## src/rtl/fbi_pkg.sv

```systemverilog
`timescale 1ns/1ps
package fbi_pkg;
    typedef logic [7:0] byte_t;
    localparam byte_t A1_DEFAULT = 8'hF6;
    localparam byte_t A2_DEFAULT = 8'h28;
endpackage

```

## src/rtl/fbi_slot_counter.sv

```systemverilog
`timescale 1ns/1ps
module fbi_slot_counter #(
    parameter int GRP_BYTES = 12,
    localparam int TOTAL = 2 * GRP_BYTES,
    localparam int IDX_W = $clog2(TOTAL + 1)
) (
    input  logic             clk,
    input  logic             rst_n,
    input  logic             sof,
    output logic [IDX_W-1:0] slot,
    output logic             in_frame
);
    typedef struct packed {
        logic [IDX_W-1:0] cnt;
    } cnt_st_t;

    cnt_st_t st_d, st_q;
    logic [IDX_W-1:0] cur;

    always_comb begin
        st_d     = st_q;
        cur      = sof ? '0 : st_q.cnt;
        in_frame = (cur < IDX_W'(TOTAL));
        slot     = cur;
        if (in_frame) begin
            st_d.cnt = cur + 1'b1;
        end
    end

    always_ff @(posedge clk) begin
        if (!rst_n) begin
            st_q.cnt <= IDX_W'(TOTAL);
        end else begin
            st_q <= st_d;
        end
    end

    // Slot index after a pulse must advance to 1 when no new pulse arrives.
    assert_slot_follows_pulse_R2: assert property (@(posedge clk) disable iff (!rst_n)
        (!sof && $past(sof)) |-> (slot == IDX_W'(1) && in_frame));
endmodule

```

## src/rtl/fbi_burst_ctrl.sv

```systemverilog
`timescale 1ns/1ps
module fbi_burst_ctrl #(
    parameter int CNT_W = 16
) (
    input  logic             clk,
    input  logic             rst_n,
    input  logic             sof,
    input  logic             err_en,
    input  logic [CNT_W-1:0] frames,
    output logic             corrupt_on
);
    typedef struct packed {
        logic             active;
        logic             endless;
        logic             done;
        logic [CNT_W-1:0] left;
    } burst_st_t;

    burst_st_t st_d, st_q;

    always_comb begin
        st_d = st_q;
        if (sof) begin
            if (!err_en) begin
                st_d.active  = 1'b0;
                st_d.endless = 1'b0;
                st_d.done    = 1'b0;
                st_d.left    = '0;
            end else if (st_q.active) begin
                if (!st_q.endless) begin
                    if (st_q.left == CNT_W'(1)) begin
                        st_d.active = 1'b0;
                        st_d.done   = 1'b1;
                        st_d.left   = '0;
                    end else begin
                        st_d.left = st_q.left - 1'b1;
                    end
                end
            end else if (!st_q.done) begin
                st_d.active  = 1'b1;
                st_d.endless = (frames == '0);
                st_d.left    = frames;
            end
        end
    end

    always_ff @(posedge clk) begin
        if (!rst_n) begin
            st_q <= '0;
        end else begin
            st_q <= st_d;
        end
    end

    assign corrupt_on = st_q.active;

    // A finite burst never runs with an empty budget.
    assert_budget_nonzero_R4: assert property (@(posedge clk) disable iff (!rst_n)
        (st_q.active && !st_q.endless) |-> (st_q.left != '0));

    // A burst only starts on a pulse that saw the enable high.
    assert_start_needs_enable_R6: assert property (@(posedge clk) disable iff (!rst_n)
        $rose(corrupt_on) |-> ($past(sof) && $past(err_en)));

    // Active and finished are never both set.
    assert_active_done_exclusive_R6: assert property (@(posedge clk) disable iff (!rst_n)
        !(st_q.active && st_q.done));

    // Re-arm happens only on a pulse that saw the enable low.
    assert_rearm_on_low_R6: assert property (@(posedge clk) disable iff (!rst_n)
        $fell(st_q.done) |-> ($past(sof) && !$past(err_en)));

    // Corruption state never moves between pulses.
    assert_hold_between_pulses_R7: assert property (@(posedge clk) disable iff (!rst_n)
        !$past(sof) |-> $stable(corrupt_on));
endmodule

```

## src/rtl/fbi_delay_line.sv

```systemverilog
`timescale 1ns/1ps
module fbi_delay_line #(
    parameter int WIDTH = 8,
    parameter int DEPTH = 6
) (
    input  logic             clk,
    input  logic             rst_n,
    input  logic [WIDTH-1:0] d,
    output logic [WIDTH-1:0] q
);
    logic [WIDTH-1:0] pipe_d [DEPTH];
    logic [WIDTH-1:0] pipe_q [DEPTH];

    assign pipe_d[0] = d;

    for (genvar g = 1; g < DEPTH; g++) begin : g_stage
        assign pipe_d[g] = pipe_q[g-1];
    end

    always_ff @(posedge clk) begin
        if (!rst_n) begin
            for (int i = 0; i < DEPTH; i++) begin
                pipe_q[i] <= '0;
            end
        end else begin
            for (int i = 0; i < DEPTH; i++) begin
                pipe_q[i] <= pipe_d[i];
            end
        end
    end

    assign q = pipe_q[DEPTH-1];

    // The output is cleared while reset is held.
    assert_cleared_in_reset_R1: assert property (@(posedge clk)
        $past(!rst_n) |-> (q == '0));
endmodule

```

## src/rtl/frame_byte_inserter.sv

```systemverilog
`timescale 1ns/1ps
module frame_byte_inserter
    import fbi_pkg::*;
#(
    parameter int GRP_BYTES = 12,
    parameter int LATENCY   = 6,
    parameter int CNT_W     = 16,
    localparam int IDX_W    = $clog2(2 * GRP_BYTES + 1)
) (
    input  logic             clk,
    input  logic             rst_n,
    input  logic             tx_sof,
    input  logic [7:0]       din,
    input  logic             err_en,
    input  logic [7:0]       err_a1,
    input  logic [7:0]       err_a2,
    input  logic [CNT_W-1:0] err_frames,
    input  logic             insert_off,
    output logic [7:0]       dout
);
    logic [IDX_W-1:0] slot;
    logic             in_frame;
    logic             corrupt_on;
    byte_t            sel_byte;

    fbi_slot_counter #(.GRP_BYTES(GRP_BYTES)) slot_i (
        .clk      (clk),
        .rst_n    (rst_n),
        .sof      (tx_sof),
        .slot     (slot),
        .in_frame (in_frame)
    );

    fbi_burst_ctrl #(.CNT_W(CNT_W)) burst_i (
        .clk        (clk),
        .rst_n      (rst_n),
        .sof        (tx_sof),
        .err_en     (err_en),
        .frames     (err_frames),
        .corrupt_on (corrupt_on)
    );

    always_comb begin
        sel_byte = din;
        if (!insert_off && in_frame) begin
            if (slot < IDX_W'(GRP_BYTES)) begin
                sel_byte = (corrupt_on && slot == IDX_W'(GRP_BYTES - 1)) ? err_a1 : A1_DEFAULT;
            end else begin
                sel_byte = (corrupt_on && slot == IDX_W'(GRP_BYTES)) ? err_a2 : A2_DEFAULT;
            end
        end
    end

    fbi_delay_line #(.WIDTH(8), .DEPTH(LATENCY)) delay_i (
        .clk   (clk),
        .rst_n (rst_n),
        .d     (sel_byte),
        .q     (dout)
    );

    // Bypass must never put a corrupt value in place of the input byte.
    assert_bypass_passes_input_R8: assert property (@(posedge clk) disable iff (!rst_n)
        insert_off |-> (sel_byte == din));
endmodule

```

## config.mk

```make
export PLATFORM = sky130hd
export DESIGN_NAME = frame_byte_inserter
export DESIGN_NICKNAME = d
export VERILOG_FILES = /design/src/rtl/fbi_pkg.sv /design/src/rtl/fbi_slot_counter.sv /design/src/rtl/fbi_burst_ctrl.sv /design/src/rtl/fbi_delay_line.sv /design/src/rtl/frame_byte_inserter.sv
export SDC_FILE = /design/constraint.sdc
export NUM_CORES = 1
export LEC_CHECK = 0
export BUFFER_PORTS_ARGS = -buffer_cell sky130_fd_sc_hd__buf_2
export CAP_MARGIN = 25
export CORE_MARGIN = 2
export CORE_UTILIZATION = 40
export DETAILED_ROUTE_END_ITERATION = 16
export GPL_TIMING_DRIVEN = 0
export SYNTH_ARGS = -nofsm -noshare
export SYNTH_HDL_FRONTEND = slang
export SYNTH_SLANG_ARGS = --single-unit
```

## constraint.sdc

```tcl
create_clock -name clk -period 2.5 [get_ports clk]
set_clock_uncertainty 0.1 [all_clocks]
set_input_delay 0.25 -clock clk [delete_from_list [all_inputs] [get_ports clk]]
set_output_delay 0.25 -clock clk [all_outputs]
set_load 0.03 [all_outputs]
```

==> results of run 1 <==
flip-flops by register name (all words and copies together) (netlist names):
name	flops
delay_i.pipe_q	48
burst_i.st_q	18
slot_i.st_q	5
burst_i.corrupt_on	1
report_power, final:
part / internal, W / switching [W] / leakage (nW)
clock network: 0.000464 / 0.000434 / 0.0929
logic: 0.000126 / 0.000183 / 0.831
registers: 0.00119 / 0.0000267 / 0.588
total: 0.00178 / 0.000644 / 1.51
logic make-up (layout without fill, tap and decap cells):
logic type / after synthesis / after routing
buf+inv: 29 / 95
fa+ha+maj: 4 / 4
compound gates: 75 / 75
mux: 2 / 2
simple gates: 144 / 144
xor+xnor: 3 / 3
flops: 72 / 72
stage by stage:
stage | instance area [µm²] | power, W | setup slack (ps) | utilization, %
after floorplan | 2970 | 0.00145 | 695 | -
after global placement | 3340 | 0.00155 | 390 | 46.3
after detailed placement | 3340 | 0.00155 | 399 | 46.3
after CTS | 3530 | 0.00245 | 371 | 49.0
after global routing | 3530 | 0.00255 | 192 | 49.0
final | 3530 | 0.00243 | 333 | 49.0
layer usage:
metal  vias up  GRT usage (%)  wire length, µm
li1       1284              -                -
met1      1127           22.4             3090
met2        83           27.5             2980
met3        12           3.19              385
met4         0           7.95              138
met5         -              0                0
Yosys cell counts, drive strengths merged (2+ instances only):
cell type / number / area (µm²)
or4: 2 / 15.0
o21ai: 9 / 45.0
a221oi: 4 / 41.3
inv: 10 / 37.5
nand2: 35 / 134
nand3: 8 / 40.0
and2: 41 / 257
nor3: 7 / 40.0
a32o: 3 / 30.0
a22oi: 4 / 30.0
a21oi: 31 / 159
nor2b: 4 / 32.5
ha: 4 / 50.1
a32oi: 5 / 43.8
nand4: 3 / 18.8
dfxtp: 72 / 1440
clkbuf: 9 / 33.8
buf: 9 / 53.8
xor2: 2 / 17.5
and3: 2 / 12.5
nor2: 18 / 67.6
nor4: 8 / 62.6
or3: 8 / 50.1
o22ai: 8 / 50.1
nand2b: 4 / 25.0
cell usage in the layout (no fill, tap or decap), drive strengths merged, types with 5 or more instances in the layout:
cell type,Yosys,final
o21ai,9,9
dfxtp,72,72
nand3,8,8
o22ai,8,8
clkbuf,9,19
nor4,8,8
a32oi,5,5
a21oi,31,31
nand2,35,35
inv,10,11
nor3,7,7
buf,9,59
nor2,18,18
or3,8,8
and2,41,41
area by class of cell:
| type | instances | area (µm²) | share of cell area, % |
|---|---|---|---|
| Buffer | 18 | 87.6 | 2.48 |
| Clock buffer | 10 | 128 | 3.61 |
| Clock inverter | 6 | 67.6 | 1.91 |
| Inverter | 11 | 41.3 | 1.17 |
| Multi-Input combinational cell | 228 | 1400 | 39.5 |
| Sequential cell | 72 | 1440 | 40.8 |
| Tap cell | 99 | 124 | 3.50 |
| Timing Repair Buffer | 50 | 250 | 7.08 |
worst max-delay path by stage:
stage / from / endpoint / slack [ps] / depth (start not counted)
detailed placement: burst_i.st_q[1] / burst_i.st_q[10] / 400 / 8
global route: burst_i.st_q[0] / burst_i.st_q[12] / 190 / 7
floorplan: burst_i.st_q[0] / burst_i.st_q[14] / 700 / 7
CTS: burst_i.st_q[1] / burst_i.st_q[10] / 370 / 8
finish: burst_i.st_q[1] / burst_i.st_q[14] / 330 / 7
global placement: burst_i.st_q[0] / burst_i.st_q[14] / 390 / 7
worst max-delay path, stage by stage, from the launching register on:
cell and delay, ps:
dfxtp_1 330, inv_1 120, ha_1 220, or3b_1 450, nor2_1 440, a21oi_1 80, o2111ai_1 200, a31oi_1 100
==> impl_metrics.py, run 1 <==
metrics = {
    "outcome": {
        "status": "completed",
    },
    "synthesis": {
        "synth-edff-count": 0,
        "ys_types": 52,
        "syn_area_um2": 2970,
        "synth_compound_area_share_pct": 16.8,
        "synth_fa_ha_area_share_pct": 1.69,
        "synthFlopType": "dfxtp_1",
        "yosys.area_share.xor_xnor_pct": 0.886,
        "postSynthAreaPerCell_um2": 9.01,
        "synthMuxAreaShare_pct": 0.717,
        "ys_seq_area_share_pct": 48.6,
        "postSynthCellCount": 329,
        "synth_top_family_by_area": "simple AND/OR/NAND/NOR gates",
        "synth_simple_gate_area_share_pct": 26.9,
        "synth_async_sr_flop_share_pct": 0,
        "syn-num-nets": 378,
        "yosysWarnings": 0,
        "synth_seq_cells": 72,
    },
    "final_layout": {
        "areaGrowthSynthToFinish_pct": 19.2,
        "drive_gt1_share_pct": 21.3,
        "nets": 439,
        "fillers": 719,
        "antenna_cells": 0,
        "final_cells": 494,
    },
    "cts": {
        "clk_pin_slew_ps": 90,
        "cts_root_buf": "clkbuf_8",
        "cts_buffers": 9,
        "ctsHoldBuffers": 0,
        "clockBufferDepth": 2,
        "htree_levels": 3,
        "cts_sinks": 72,
        "cts_tree": "done",
        "post_cts_resized": 0,
        "post_cts_buffers": 0,
        "clk-insertion-delay-late_ps": 350,
    },
    "critical_path": {
        "worstPathArrival_ps": 2280,
        "r2r-start": "burst_i.st_q[1]",
        "path_max_fanout": 7,
        "r2r_end": "burst_i.st_q[14]",
        "reg2reg_depth": 7,
        "endpoint_kind": "flop",
        "required_ps": 2620,
        "ff2ff_setup_slack_ps": 330,
        "startpoint_type": "flop",
        "setup.worst_path.class": "reg -> reg",
    },
    "placement": {
        "port_buffers": 50,
        "dp_hpwl_mm": 4.68,
        "dp_cells": 478,
        "gp_congestion": 0.876,
    },
    "grt": {
        "grt_max_degree": 14,
        "antenna_found_initial": 0,
        "grt.total_usage_pct": 17.2,
        "grt_pass1_wl_mm": 11.4,
        "grt_pass1_vias": 2456,
        "grt.overflow.total": 0,
    },
    "die": {
        "io_pins": 53,
        "row_count": 31,
        "core-area_um2": 7210,
        "die_area_um2": 8120,
        "initial_core_util_pct": 41.1,
        "die_x_um": 90.1,
        "chipHeight_um": 90.1,
    },
    "drt": {
        "first_iter_violations": 172,
        "vias": 2506,
        "wl_mm": 6.60,
        "ant_nets": 0,
        "drt-pass1-iter-count": 5,
        "viasPerCell": 5.07,
        "drc": 0,
        "routedWlPerCell_um": 13.4,
    },
    "sta": {
        "maxSlewViolCount": 0,
        "setup_violations": 0,
        "final.setup.tns_ps": 0,
        "relSlewSlack_pct": 64.7,
        "whs_ps": 53.6,
        "final_min_period_over_clock_period_pct": 86.7,
        "post-route-min-period_ps": 2170,
        "hold_violations": 0,
        "worstMarginPinSlew_ps": 526,
        "timing.fmax_ghz": 0.461,
        "rsz0062_at_grt": "false",
    },
    "min_path": {
        "hold_path_class": "in -> reg",
        "whs_path_depth": 3,
        "whs_endpoint": "delay_i.pipe_q[0][1]",
        "min_from": "din[1]",
    },
    "power": {
        "powerDensity_nw_per_um2": 686,
        "ir_drop_v": 0.000383,
        "leakage_nw": 1.51,
    },
    "flow_run": {
        "maxCapViolCount": 0,
    },
}
(Power assumes the default switching activity.)
==> inputs of run 2 (changes only) <==
--- a/config.mk
+++ b/config.mk
@@ -5,7 +5,7 @@
 export SDC_FILE = /design/constraint.sdc
 export NUM_CORES = 1
 export LEC_CHECK = 0
-export BUFFER_PORTS_ARGS = -buffer_cell sky130_fd_sc_hd__buf_2
+export BUFFER_PORTS_ARGS = -buffer_cell sky130_fd_sc_hd__buf_4
 export CAP_MARGIN = 25
 export CORE_MARGIN = 2
 export CORE_UTILIZATION = 40
==> run 2 against run 1 <==
Worst hold slack gained 7.4 ps. Highest routed layer unchanged. Via count increased by 0.36%. First-iteration DRC count fell by 20%. Flip-flop and latch count is the same. Cell count did not move. Global-route usage shrank 0.12 points. Fmax rose by 0.60%. Core utilization grew 1.7 points. Clock-buffer cell count did not move. Sequential share of layout area is 1.4 points lower.
==> impl_metrics.py, run 2 (synthesized netlist as in run 1, its figures left out) <==
metrics = {
    "grt": {
        "grt_pass1_vias": 2423,
        "grt_pass1_wl_mm": 11.4,
        "grt.overflow.total": 0,
        "grt.total_usage_pct": 17.0,
        "grt_max_degree": 14,
        "antenna_found_initial": 0,
    },
    "cts": {
        "clockBufferDepth": 2,
        "cts_sinks": 72,
        "clk_pin_slew_ps": 90,
        "clk-insertion-delay-late_ps": 350,
        "cts_tree": "done",
        "cts_root_buf": "clkbuf_8",
        "ctsHoldBuffers": 0,
        "htree_levels": 3,
        "post_cts_buffers": 0,
        "post_cts_resized": 0,
        "cts_buffers": 9,
    },
    "critical_path": {
        "worstPathArrival_ps": 2270,
        "path_max_fanout": 7,
        "endpoint_kind": "flop",
        "crit_chain": "inv_1 -> ha_1 -> or3b_1 -> nor2_1 -> a21oi_1 -> o2111ai_1 -> a31oi_1",
        "crit_slowest_cell": "or3b_1",
        "reg2reg_depth": 7,
        "worst_path_dominant_cell_family": "simple AND/OR/NAND/NOR gates",
        "startpoint_type": "flop",
        "path_depth": 7,
        "setup.worst_path.class": "reg -> reg",
        "cpPeakStageDelay_ps": 430,
        "worst-path-buf-inv": 1,
        "required_ps": 2620,
    },
    "die": {
        "initial_core_util_pct": 41.1,
        "die_x_um": 90.1,
        "io_pins": 53,
        "row_count": 31,
        "die_area_um2": 8120,
        "core-area_um2": 7210,
        "chipHeight_um": 90.1,
    },
    "placement": {
        "pre_cts_ws_ps": 413,
        "port_buffers": 50,
        "gp_congestion": 0.870,
        "dp_hpwl_mm": 4.70,
    },
    "drt": {
        "vias": 2515,
        "drt-pass1-iter-count": 4,
        "viasPerCell": 5.09,
        "routedWlPerCell_um": 13.3,
        "wl_mm": 6.55,
        "drc": 0,
        "ant_nets": 0,
        "first_iter_violations": 138,
    },
    "final_layout": {
        "drive_gt1_share_pct": 21.3,
        "multi_input_area_um2": 1400,
        "final_cell_mix": "dfxtp_1, buf_4, and2_1",
        "antenna_cells": 0,
        "mostFrequentLayoutCell": "dfxtp_1",
        "areaGrowthSynthToFinish_pct": 23.4,
        "regArea_um2": 1440,
        "reg_top3": "delay_i.pipe_q: 48 flops, burst_i.st_q: 18 flops, slot_i.st_q: 5 flops",
        "largest_register_ffs": 48,
        "top_register": "delay_i.pipe_q",
        "fillers": 740,
        "nets": 439,
    },
    "sta": {
        "setup_violations": 0,
        "maxSlewViolCount": 0,
        "final_min_period_over_clock_period_pct": 86.2,
        "setup_slack_ps": 346,
        "relSlewSlack_pct": 66.1,
        "timing.fmax_ghz": 0.464,
        "rsz0062_at_grt": "false",
        "hold_violations": 0,
        "post-route-min-period_ps": 2150,
        "worstMarginPinSlew_ps": 505,
        "final.setup.tns_ps": 0,
    },
    "min_path": {
        "hold_path_class": "in -> reg",
        "whs_path_depth": 2,
    },
    "power": {
        "powerDensity_nw_per_um2": 670,
        "leakage_nw": 1.55,
        "ir_drop_v": 0.000265,
    },
    "outcome": {
        "status": "completed",
    },
    "flow_run": {
        "maxCapViolCount": 0,
    },
}
==> run 2: per-layer routing <==
layer	up-vias	wire, µm	track usage (%)
met4	0	58	5.00
met1	1144	3170	23.3
met5	-	0	0
met3	8	424	4.86
li1	1282	-	-
met2	81	2900	26.2
==> run 2: metrics by stage <==
step / hold WS [ps] / instances / utilization, % / power [W] / area, µm²
floorplan: 286 / 329 / - / 0.00145 / 2970
global placement: 315 / 478 / 48.0 / 0.00157 / 3460
detailed placement: 317 / 478 / 48.0 / 0.00157 / 3460
CTS: 45.1 / 494 / 50.7 / 0.00247 / 3660
global route: 40.9 / 494 / 50.7 / 0.00259 / 3660
finish: 61.0 / 494 / 50.7 / 0.00245 / 3660
==> run 2: area by class of cell <==
type,instances,share of cell area [%]
Clock buffer,10,3.49
Timing Repair Buffer,50,10.3
Clock inverter,6,1.85
Multi-Input combinational cell,228,38.1
Inverter,11,1.13
Sequential cell,72,39.4
Buffer,18,2.39
Tap cell,99,3.38
==> run 2: power by group <==
part	total [W]	internal (W)	switching (W)	leakage, nW
registers	0.00122	0.00119	0.0000257	0.588
clock network	0.000906	0.000464	0.000442	0.0929
logic	0.000327	0.000145	0.000183	0.867
==> run 2: worst paths after layout <==
check / from / endpoint / slack [ps]
max: burst_i.st_q[1] / burst_i.st_q[14] / 350
min: tx_sof / slot_i.st_q[3] / 60
max reg2reg: burst_i.st_q[1] / burst_i.st_q[14] / 350
min reg2reg: delay_i.pipe_q[0][20] / delay_i.pipe_q[0][28] / 320
==> inputs of run 3 (changes only) <==
--- a/config.mk
+++ b/config.mk
@@ -10,7 +10,6 @@
 export CORE_MARGIN = 2
 export CORE_UTILIZATION = 40
 export DETAILED_ROUTE_END_ITERATION = 16
-export GPL_TIMING_DRIVEN = 0
 export SYNTH_ARGS = -nofsm -noshare
 export SYNTH_HDL_FRONTEND = slang
 export SYNTH_SLANG_ARGS = --single-unit
==> constraint.sdc (replaced) <==
create_clock -name clk -period 2 [get_ports clk]
set_clock_uncertainty 0.1 [all_clocks]
set_input_delay 0.2 -clock clk [delete_from_list [all_inputs] [get_ports clk]]
set_output_delay 0.2 -clock clk [all_outputs]
set_load 0.03 [all_outputs]
==> run 3 against run 2 <==
Fmax increased by 14%. Final area increased by 3.7%. Setup slack got worse by 240 ps. Cell count up 1.4%. Worst hold slack lost 51 ps. Critical path depth unchanged. Via count up 2.1%. Critical endpoint is now burst_i.st_q[2]. Largest cell class unchanged. Largest power group unchanged.
==> impl_metrics.py, run 3 (synthesized netlist as in run 1, its figures left out) <==
metrics = {
    "sta": {
        "maxSlewViolCount": 0,
        "relSlewSlack_pct": 64.2,
        "post-route-min-period_ps": 1890,
        "hold_violations": 0,
        "setup_violations": 0,
        "whs_ps": 10.5,
        "final.setup.tns_ps": 0,
        "final_min_period_over_clock_period_pct": 94.6,
        "timing.fmax_ghz": 0.529,
        "worstMarginPinSlew_ps": 534,
        "setup_slack_ps": 108,
    },
    "placement": {
        "port_buffers": 52,
        "dp_hpwl_mm": 4.55,
        "pre_cts_ws_ps": 1.01,
        "gp_congestion": 0.849,
        "dp_cells": 478,
    },
    "cts": {
        "post_cts_buffers": 0,
        "htree_levels": 3,
        "clk_pin_slew_ps": 80,
        "cts_tree": "done",
        "clk-insertion-delay-late_ps": 350,
        "cts_root_buf": "clkbuf_8",
        "cts_sinks": 72,
        "cts_buffers": 9,
        "clockBufferDepth": 2,
    },
    "grt": {
        "grt_pass1_vias": 2494,
        "grt_pass1_wl_mm": 11.3,
        "grt_max_degree": 26,
        "grt.overflow.total": 0,
        "grt.total_usage_pct": 16.9,
        "antenna_found_initial": 0,
    },
    "drt": {
        "drc": 0,
        "vias": 2569,
        "routedWlPerCell_um": 13.2,
        "drt-pass1-iter-count": 4,
        "viasPerCell": 5.13,
        "first_iter_violations": 119,
        "wl_mm": 6.61,
        "ant_nets": 0,
    },
    "critical_path": {
        "setup.worst_path.class": "reg -> reg",
        "worstPathArrival_ps": 2040,
        "required_ps": 2150,
        "reg2reg_depth": 7,
        "path_max_fanout": 12,
        "endpoint_kind": "flop",
        "startpoint_type": "flop",
    },
    "final_layout": {
        "final_cell_mix": "dfxtp_1, buf_4, and2_1",
        "antenna_cells": 0,
        "reg_top3": "delay_i.pipe_q: 48 flops, burst_i.st_q: 18 flops, slot_i.st_q: 5 flops",
        "final_cells": 501,
        "drive_gt1_share_pct": 25.4,
        "nets": 446,
        "mostFrequentLayoutCell": "dfxtp_1",
        "areaGrowthSynthToFinish_pct": 28.0,
        "top_register": "delay_i.pipe_q",
        "largest_register_ffs": 48,
    },
    "die": {
        "die_x_um": 90.1,
        "row_count": 31,
        "io_pins": 53,
        "die_area_um2": 8120,
        "chipHeight_um": 90.1,
        "initial_core_util_pct": 41.1,
        "core-area_um2": 7210,
    },
    "flow_run": {
        "maxCapViolCount": 0,
    },
    "outcome": {
        "status": "completed",
    },
    "power": {
        "leakage_nw": 1.61,
        "ir_drop_v": 0.000367,
        "power_w": 0.00304,
        "powerDensity_nw_per_um2": 800,
    },
    "min_path": {
        "hold_path_class": "in -> reg",
        "whs_path_depth": 3,
    },
}
run 3: changes by cell type in the layout (fill, tap and decap cells not counted), sizes merged:
cell / before / now
clkbuf: 19 / 9
buf: 59 / 68
dlygate4sd3: 0 / 6
inv: 11 / 15
clkinv: 3 / 1
bufinv: 1 / 0
nor2b: 4 / 5
run 3: cell type report:
class / count / area [µm²]
Multi-Input combinational cell: 229 / 1440
Timing Repair Buffer: 74 / 571
Clock buffer: 9 / 124
Inverter: 11 / 41.3
Sequential cell: 72 / 1440
Fill cell: 686 / 3420
Tap cell: 99 / 124
Clock inverter: 7 / 58.8
run 3: final timing paths:
path	from	slack (ps)	end
max	burst_i.st_q[1]	110	burst_i.st_q[2]
min	din[3]	10	delay_i.pipe_q[0][3]
max reg2reg	burst_i.st_q[1]	110	burst_i.st_q[2]
min reg2reg	delay_i.pipe_q[0][13]	330	delay_i.pipe_q[0][21]
run 3: routing by layer:
metal	part of all wire [%]	global-route usage, %
met1	45	20.9
met2	47	27.5
met3	5.2	3.69
met4	2.5	9.10
met5	0	0
run 3: through the flow:
stage          utilization [%]  instance area (µm²)
2_1_floorplan                -                 2970
3_3_place_gp              48.7                 3510
3_5_place_dp              48.7                 3510
4_1_cts                   52.2                 3760
5_1_grt                   52.6                 3790
6_report                  52.6                 3790
run 3: critical path: stages, from the launching register on:
cell and delay (ps):
dfxtp_1 340, inv_2 90, ha_1 140, nor4b_4 210, nand4_1 210, nor2b_4 240, a32o_1 270, a32o_1 190
run 3: power breakdown:
| group | total [W] | switching [W] | internal [W] | leakage (nW) |
|---|---|---|---|---|
| Clock | 0.00106 | 0.000592 | 0.000471 | 0.0877 |
| Combinational | 0.000450 | 0.000234 | 0.000217 | 0.935 |
| Sequential | 0.00152 | 0.0000344 | 0.00149 | 0.588 |
| Total | 0.00304 | 0.000860 | 0.00218 | 1.61 |
run 3: what timing repair did:
item	in CTS	in global routing
hold buffers	6	0
endpoints found under the setup margin	1	14
cloned	1	0
resized for setup	0	8
endpoints found under the hold margin	6	0
